## config.mk

```make
export PLATFORM = sky130hd
export DESIGN_NAME = spi_fifo_stat
export DESIGN_NICKNAME = d
export VERILOG_FILES = /design/src/rtl/spi_fifo_pkg.sv /design/src/rtl/spi_fifo_buf.sv /design/src/rtl/spi_fifo_dp.sv /design/src/rtl/spi_fifo_ctl.sv /design/src/rtl/spi_fifo_stat.sv
export SDC_FILE = /design/constraint.sdc
export NUM_CORES = 1
export LEC_CHECK = 0
export ABC_AREA = 1
export BUFFER_PORTS_ARGS = -buffer_cell sky130_fd_sc_hd__buf_2
export CAP_MARGIN = 20
export CORE_MARGIN = 3
export CORE_UTILIZATION = 25
export DETAILED_ROUTE_END_ITERATION = 7
export HOLD_SLACK_MARGIN = 0.03
export REMOVE_ABC_BUFFERS = 1
export SLEW_MARGIN = 20
export SYNTH_ARGS = -nofsm -noshare
export SYNTH_HDL_FRONTEND = slang
export SYNTH_SLANG_ARGS = --single-unit
export TNS_END_PERCENT = 1
```

## constraint.sdc

```tcl
create_clock -name clk -period 2.1 [get_ports clk]
set_clock_uncertainty 0.05 [all_clocks]
set_input_delay 0.42 -clock clk [delete_from_list [all_inputs] [get_ports clk]]
set_output_delay 0.42 -clock clk [all_outputs]
set_load 0.02 [all_outputs]
```

## src/rtl/spi_fifo_pkg.sv

```systemverilog
package spi_fifo_pkg;
  localparam int DATA_W = 8;
  localparam int STAT_W = 16;

  // accepted queue operations, issued by the control to the datapath
  typedef struct packed {
    logic rxWe;
    logic rxRe;
    logic txWe;
    logic txRe;
  } fifoStrobe_t;
endpackage

```

## src/rtl/spi_fifo_buf.sv

```systemverilog
module spi_fifo_buf #(
  parameter int DEPTH = 4,
  parameter int WIDTH = 8,
  localparam int CW = $clog2(DEPTH + 1),
  localparam int PW = (DEPTH > 1) ? $clog2(DEPTH) : 1
) (
  input  logic             clk,
  input  logic             rstN,
  input  logic             we,
  input  logic [WIDTH-1:0] wData,
  input  logic             re,
  output logic [WIDTH-1:0] headData,
  output logic [CW-1:0]    count
);
  logic [WIDTH-1:0] mem [DEPTH];
  logic [PW-1:0]    wrPtr, rdPtr;

  function automatic logic [PW-1:0] nextPtr(input logic [PW-1:0] p);
    return (p == PW'(DEPTH - 1)) ? '0 : p + 1'b1;
  endfunction

  always_ff @(posedge clk or negedge rstN) begin
    if (!rstN) begin
      wrPtr <= '0;
      rdPtr <= '0;
      count <= '0;
      for (int i = 0; i < DEPTH; i++) mem[i] <= '0;
    end else begin
      if (we) begin
        mem[wrPtr] <= wData;
        wrPtr      <= nextPtr(wrPtr);
      end
      if (re) rdPtr <= nextPtr(rdPtr);
      case ({we, re})
        2'b10:   count <= count + 1'b1;
        2'b01:   count <= count - 1'b1;
        default: count <= count;
      endcase
    end
  end

  assign headData = (count != '0) ? mem[rdPtr] : '0;
endmodule

```

## src/rtl/spi_fifo_dp.sv

```systemverilog
module spi_fifo_dp
  import spi_fifo_pkg::*;
#(
  parameter int DEPTH = 4,
  localparam int CW = $clog2(DEPTH + 1)
) (
  input  logic              clk,
  input  logic              rstN,
  input  fifoStrobe_t       strb,
  input  logic [DATA_W-1:0] rxData,
  input  logic [DATA_W-1:0] txData,
  output logic [DATA_W-1:0] rxDout,
  output logic [DATA_W-1:0] txDout,
  output logic [CW-1:0]     rxCnt,
  output logic [CW-1:0]     txCnt
);
  logic [1:0]             weV, reV;
  logic [DATA_W-1:0]      wDataV [2];
  logic [DATA_W-1:0]      headV  [2];
  logic [CW-1:0]          cntV   [2];

  // lane 0: receive, lane 1: transmit
  assign weV       = {strb.txWe, strb.rxWe};
  assign reV       = {strb.txRe, strb.rxRe};
  assign wDataV[0] = rxData;
  assign wDataV[1] = txData;

  for (genvar g = 0; g < 2; g++) begin : g_lane
    spi_fifo_buf #(.DEPTH(DEPTH), .WIDTH(DATA_W)) u_buf (
      .clk      (clk),
      .rstN     (rstN),
      .we       (weV[g]),
      .wData    (wDataV[g]),
      .re       (reV[g]),
      .headData (headV[g]),
      .count    (cntV[g])
    );
  end

  assign rxDout = headV[0];
  assign txDout = headV[1];
  assign rxCnt  = cntV[0];
  assign txCnt  = cntV[1];
endmodule

```

## src/rtl/spi_fifo_ctl.sv

```systemverilog
module spi_fifo_ctl
  import spi_fifo_pkg::*;
#(
  parameter int DEPTH = 4,
  localparam int CW = $clog2(DEPTH + 1)
) (
  input  logic              clk,
  input  logic              rstN,
  input  logic              rxPush,
  input  logic              rxPop,
  input  logic              txPush,
  input  logic              txPop,
  input  logic              statRead,
  input  logic              xferIrqMode,
  input  logic [2:0]        irqCount,
  input  logic              rxFlushEn,
  input  logic              txFlushEn,
  input  logic [CW-1:0]     rxCnt,
  input  logic [CW-1:0]     txCnt,
  output fifoStrobe_t       strb,
  output logic [STAT_W-1:0] status,
  output logic              irq
);
  logic [CW-1:0] thrEff, xferCnt;
  logic          modeQ;
  logic          ovfEvt, unfEvt, cntEvt, hitEvt;
  logic          rxOvf, txUnf, rxIrq, txIrq, rxExcess, summary;

  // effective threshold: 0 -> 1, above DEPTH -> DEPTH
  always_comb begin
    if (irqCount == 3'd0)             thrEff = CW'(1);
    else if (int'(irqCount) > DEPTH)  thrEff = CW'(DEPTH);
    else                              thrEff = CW'(irqCount);
  end

  // accept / reject decisions
  always_comb begin
    strb.rxRe = rxPop && (rxCnt != '0);
    strb.rxWe = rxPush && ((rxCnt != CW'(DEPTH)) || strb.rxRe);
    strb.txRe = txPop && (txCnt != '0);
    strb.txWe = txPush && ((txCnt != CW'(DEPTH)) || strb.txRe);
    ovfEvt    = rxPush && !strb.rxWe;
    unfEvt    = txPop && (txCnt == '0);
    cntEvt    = xferIrqMode ? strb.txRe : strb.rxWe;
    hitEvt    = cntEvt && (({1'b0, xferCnt} + 1'b1) >= {1'b0, thrEff});
  end

  always_ff @(posedge clk or negedge rstN) begin
    if (!rstN) begin
      modeQ   <= 1'b0;
      xferCnt <= '0;
      rxOvf   <= 1'b0;
      txUnf   <= 1'b0;
      rxIrq   <= 1'b0;
      txIrq   <= 1'b0;
    end else begin
      modeQ <= xferIrqMode;
      if (modeQ != xferIrqMode) xferCnt <= '0;
      else if (cntEvt)          xferCnt <= hitEvt ? '0 : xferCnt + 1'b1;
      // read clears; a same-cycle event wins
      rxOvf <= (rxOvf & ~statRead) | ovfEvt;
      txUnf <= (txUnf & ~statRead) | unfEvt;
      rxIrq <= (rxIrq & ~statRead) | (hitEvt & ~xferIrqMode);
      txIrq <= (txIrq & ~statRead) | (hitEvt &  xferIrqMode);
    end
  end

  assign rxExcess = (rxCnt > thrEff);
  assign summary  = rxIrq | txIrq | (rxOvf & ~rxFlushEn) | (txUnf & ~txFlushEn);
  assign irq      = summary;
  assign status   = {4'b0000, rxExcess, 3'(rxCnt), rxOvf, rxIrq, txIrq, txUnf,
                     3'(txCnt), summary};
endmodule

```

## src/rtl/spi_fifo_stat.sv

```systemverilog
module spi_fifo_stat
  import spi_fifo_pkg::*;
#(
  parameter int DEPTH = 4,
  localparam int CW = $clog2(DEPTH + 1)
) (
  input  logic        clk,
  input  logic        rstN,
  input  logic        rxPush,
  input  logic [7:0]  rxData,
  input  logic        rxPop,
  output logic [7:0]  rxDout,
  input  logic        txPush,
  input  logic [7:0]  txData,
  input  logic        txPop,
  output logic [7:0]  txDout,
  input  logic        statRead,
  input  logic        xferIrqMode,
  input  logic [2:0]  irqCount,
  input  logic        rxFlushEn,
  input  logic        txFlushEn,
  output logic [15:0] status,
  output logic        irq
);
  fifoStrobe_t   strb;
  logic [CW-1:0] rxCnt, txCnt;

  spi_fifo_ctl #(.DEPTH(DEPTH)) u_ctl (
    .clk(clk), .rstN(rstN), .rxPush(rxPush), .rxPop(rxPop),
    .txPush(txPush), .txPop(txPop), .statRead(statRead),
    .xferIrqMode(xferIrqMode), .irqCount(irqCount),
    .rxFlushEn(rxFlushEn), .txFlushEn(txFlushEn),
    .rxCnt(rxCnt), .txCnt(txCnt), .strb(strb), .status(status), .irq(irq)
  );

  spi_fifo_dp #(.DEPTH(DEPTH)) u_dp (
    .clk(clk), .rstN(rstN), .strb(strb), .rxData(rxData), .txData(txData),
    .rxDout(rxDout), .txDout(txDout), .rxCnt(rxCnt), .txCnt(txCnt)
  );
endmodule

```

==> out/qor.txt <==
Status - finished, final reports clean
Fin crit period - 2.08 ns
RePlAce Congestion - 0.745
Layout fillers - 1792
Reg clk slew, reported paths - 0.06 ns
RSZ-0062 raised after global routing - yes
Worst VDD drop - 779 uV
Worst min-delay path startpoint - xferIrqMode
H-tree Lvls - 3
Clock latency on the worst-skew pair - 0.34 ns
Final ANT Viol Nets - 0
Synth Warn # - 0
Critical path endpoint - status[11]
Hold Path Cell Cnt - 1
Design Area, Final - 5360 um2
P_leak - 0.00260 uW
Core area - 16900 um2
Grt ovf - 0
Routed wire per std cell - 12.7 um
Synth-to-layout area growth - 22.2%
Commonest cells after routing, fill and taps aside - nand2_1 (103), dfrtp_1 (84), o21ai_0 (70)
Seq. cell area - 2150 um2
Setup violations, final - 0
Crit path kind - register to primary output
Vias - 3533
Die X - 138 um
Area after DPL - 4900 um2
Reg2reg start - u_dp.g_lane[0].u_buf.count[1]
Largest net degree at the start of global routing - 38
HPWL Detailed - 6970 um
Port Buffers - 57
Nets - 633
IO Count - 62
GRT Total Usage - 11.2%
Residual DRC - 0
Vias in the first global route - 3461
Max Cap Violations - 0
Sequential cell area fraction in the yosys report - 49.1%
Area of the multi-input gates - 1890 um2
Distinct cells, synth - 29
Worst Setup Start Kind - register
CP peak stage delay - 0.40 ns
Pre-Repair DR Iteration Count - 4
Post-synth top area share - 49.1%
CTS buffer count - 9
Ratio of cells with drive above 1 in the final layout - 20.9%
Reg2reg setup slack - 0.13 ns
Syn Inst Count - 518
CTS tree - done
Slew @ Worst Pin - 0.875 ns
Max-slew violation count - 0
Final Cycle Share - 99.2%
Drt total wl - 10300 um
Rows - 47
Root buffer cell - clkbuf_16
Starting Density - 26.0%
DIE AREA - 19200 um2
Final hold vios - 0
Critical path buffer and inverter count - 2
Clock Sinks - 86
Power Total - 8570 uW
Die height - 138 um
Vias per cell - 4.37
Seq cells post-synth - 86
Iteration-0 DRC count of the detailed router - 239
Syn Area/Cell - 8.46 um2
Rel. slew slack - 41.5%
Initial antenna violation count - 0
Crit path required time - 1.63 ns
WP data arrival - 1.61 ns
Clock buffer depth - 2
Area leader, netlist - dfrtp_1
Worst path cell trace - buf_6 -> ha_4 -> nand2_1 -> nor2_1 -> a211oi_1 -> a31oi_1 -> buf_2
Reg-to-Reg End - u_dp.g_lane[0].u_buf.count[2]
R2R cell count - 10
Crit. Startpoint - u_dp.g_lane[0].u_buf.count[1]
Synth top area cells - dfrtp_1 (49%), nand2_1 (9.0%), o21ai_0 (8.4%)
Crit. End Element - primary output
Fmax - 480 MHz
CP max FO - 2
Hold WC Path Type - primary input to register
Antenna Cells - 0
Power density cells - 1600 nW/um2
Worst path slowest cell - dfrtp_1
CP delay by family, top - flip-flops
First-pass GRT wire length - 17500 um
Crit. path cell count - 7
Commonest non-fill, non-tap cell in the layout - nand2_1
Post-synthesis cell area - 4380 um2
[layer usage]
metal	wire (um)	track usage [%]	share of wire [%]
met1	4610	14.4	45
met2	4980	18.1	49
met3	540	3.31	5.3
met4	129	3.43	1.3
met5	0	0	0
[what timing repair did]
action | CTS | global route
setup buffers | 2 | 5
endpoints found under the setup margin | 8 | 20
hold buffers | 1 | 0
pin swaps | 3 | 1
resized for setup | 5 | 29
gates cloned | 0 | 0
endpoints found under the hold margin | 21 | 0
[kinds of logic (layout without fill, tap and decap cells)]
family / count (synthesis) / in the layout / share of synthesized area [%]
and+or+nand+nor: 163 / 163 / 15.1
xor gates and xnor gates: 6 / 6 / 1.20
other: 1 / 4 / 0.0855
AOI/OAI and AO/OA: 154 / 154 / 18.9
buffers and inverters: 87 / 154 / 9.33
adders and majority gates: 21 / 21 / 6.34
DFF: 86 / 86 / 49.1
[synthesized netlist by cell type]
cell type	n
o21ai_0	74
a21oi_4	1
o21ai_2	8
buf_2	6
o22ai_1	4
clkinv_1	2
xnor2_1	3
o221ai_1	1
o21ai_1	24
fa_1	2
nor3_2	1
buf_4	12
nand2_4	4
o21bai_1	1
a211oi_1	1
conb_1	1
a21oi_1	39
dfrtp_1	86
nor2_2	1
nand3_1	3
inv_1	59
a31oi_1	1
nand2_1	105
nand4_1	3
clkbuf_1	4
nor2_1	46
buf_6	4
xor2_1	3
ha_1	19
[registers in the layout (all words and copies together), names as in the netlist]
register,cells
u_ctl.modeQ,1
u_ctl.rxIrq,1
u_ctl.rxOvf,1
u_ctl.txIrq,1
u_ctl.txUnf,1
u_ctl.xferCnt,3
u_dp.g_lane.u_buf.count,6
u_dp.g_lane.u_buf.mem,64
u_dp.g_lane.u_buf.rdPtr,4
u_dp.g_lane.u_buf.wrPtr,4
[per-stage QoR]
step | setup WS (ns) | hold WS, ns | util, % | setup TNS (ns) | instances
2_1_floorplan | -0.134 | 0.0744 | - | -0.136 | 495
3_3_place_gp | 0.0708 | 0.299 | 29.0 | 0 | 785
3_5_place_dp | 0.0398 | 0.301 | 29.0 | 0 | 785
4_1_cts | -0.0207 | 0.184 | 31.1 | -0.0598 | 803
5_1_grt | -0.0984 | 0.198 | 31.7 | -0.441 | 808
6_report | 0.0172 | 0.199 | 31.7 | 0 | 808
[cell type report]
| cell class | count | share of cell area [%] |
|---|---|---|
| Sequential cell | 86 | 40.2 |
| Tap cell | 220 | 5.14 |
| Inverter | 61 | 4.58 |
| Multi-Input combinational cell | 348 | 35.2 |
| Timing Repair Buffer | 77 | 9.27 |
| Clock inverter | 6 | 1.33 |
| Clock buffer | 10 | 4.27 |
[worst min-delay path by stage]
| stage | end | slack (ns) |
|---|---|---|
| floorplan | u_ctl.modeQ | 0.07 |
| global placement | u_dp.g_lane[0].u_buf.mem[19] | 0.30 |
| detailed placement | u_dp.g_lane[0].u_buf.mem[19] | 0.30 |
| CTS | u_ctl.modeQ | 0.18 |
| global route | u_ctl.modeQ | 0.20 |
| finish | u_ctl.modeQ | 0.20 |
[report_power, final]
part / internal (uW) / switching [uW] / leakage (uW)
clock: 931 / 694 / 0.000139
combinational: 1560 / 2570 / 0.00139
sequential: 2400 / 408 / 0.00107
total: 4900 / 3670 / 0.00260
Note: power is estimated with default switching activity, not from simulation.
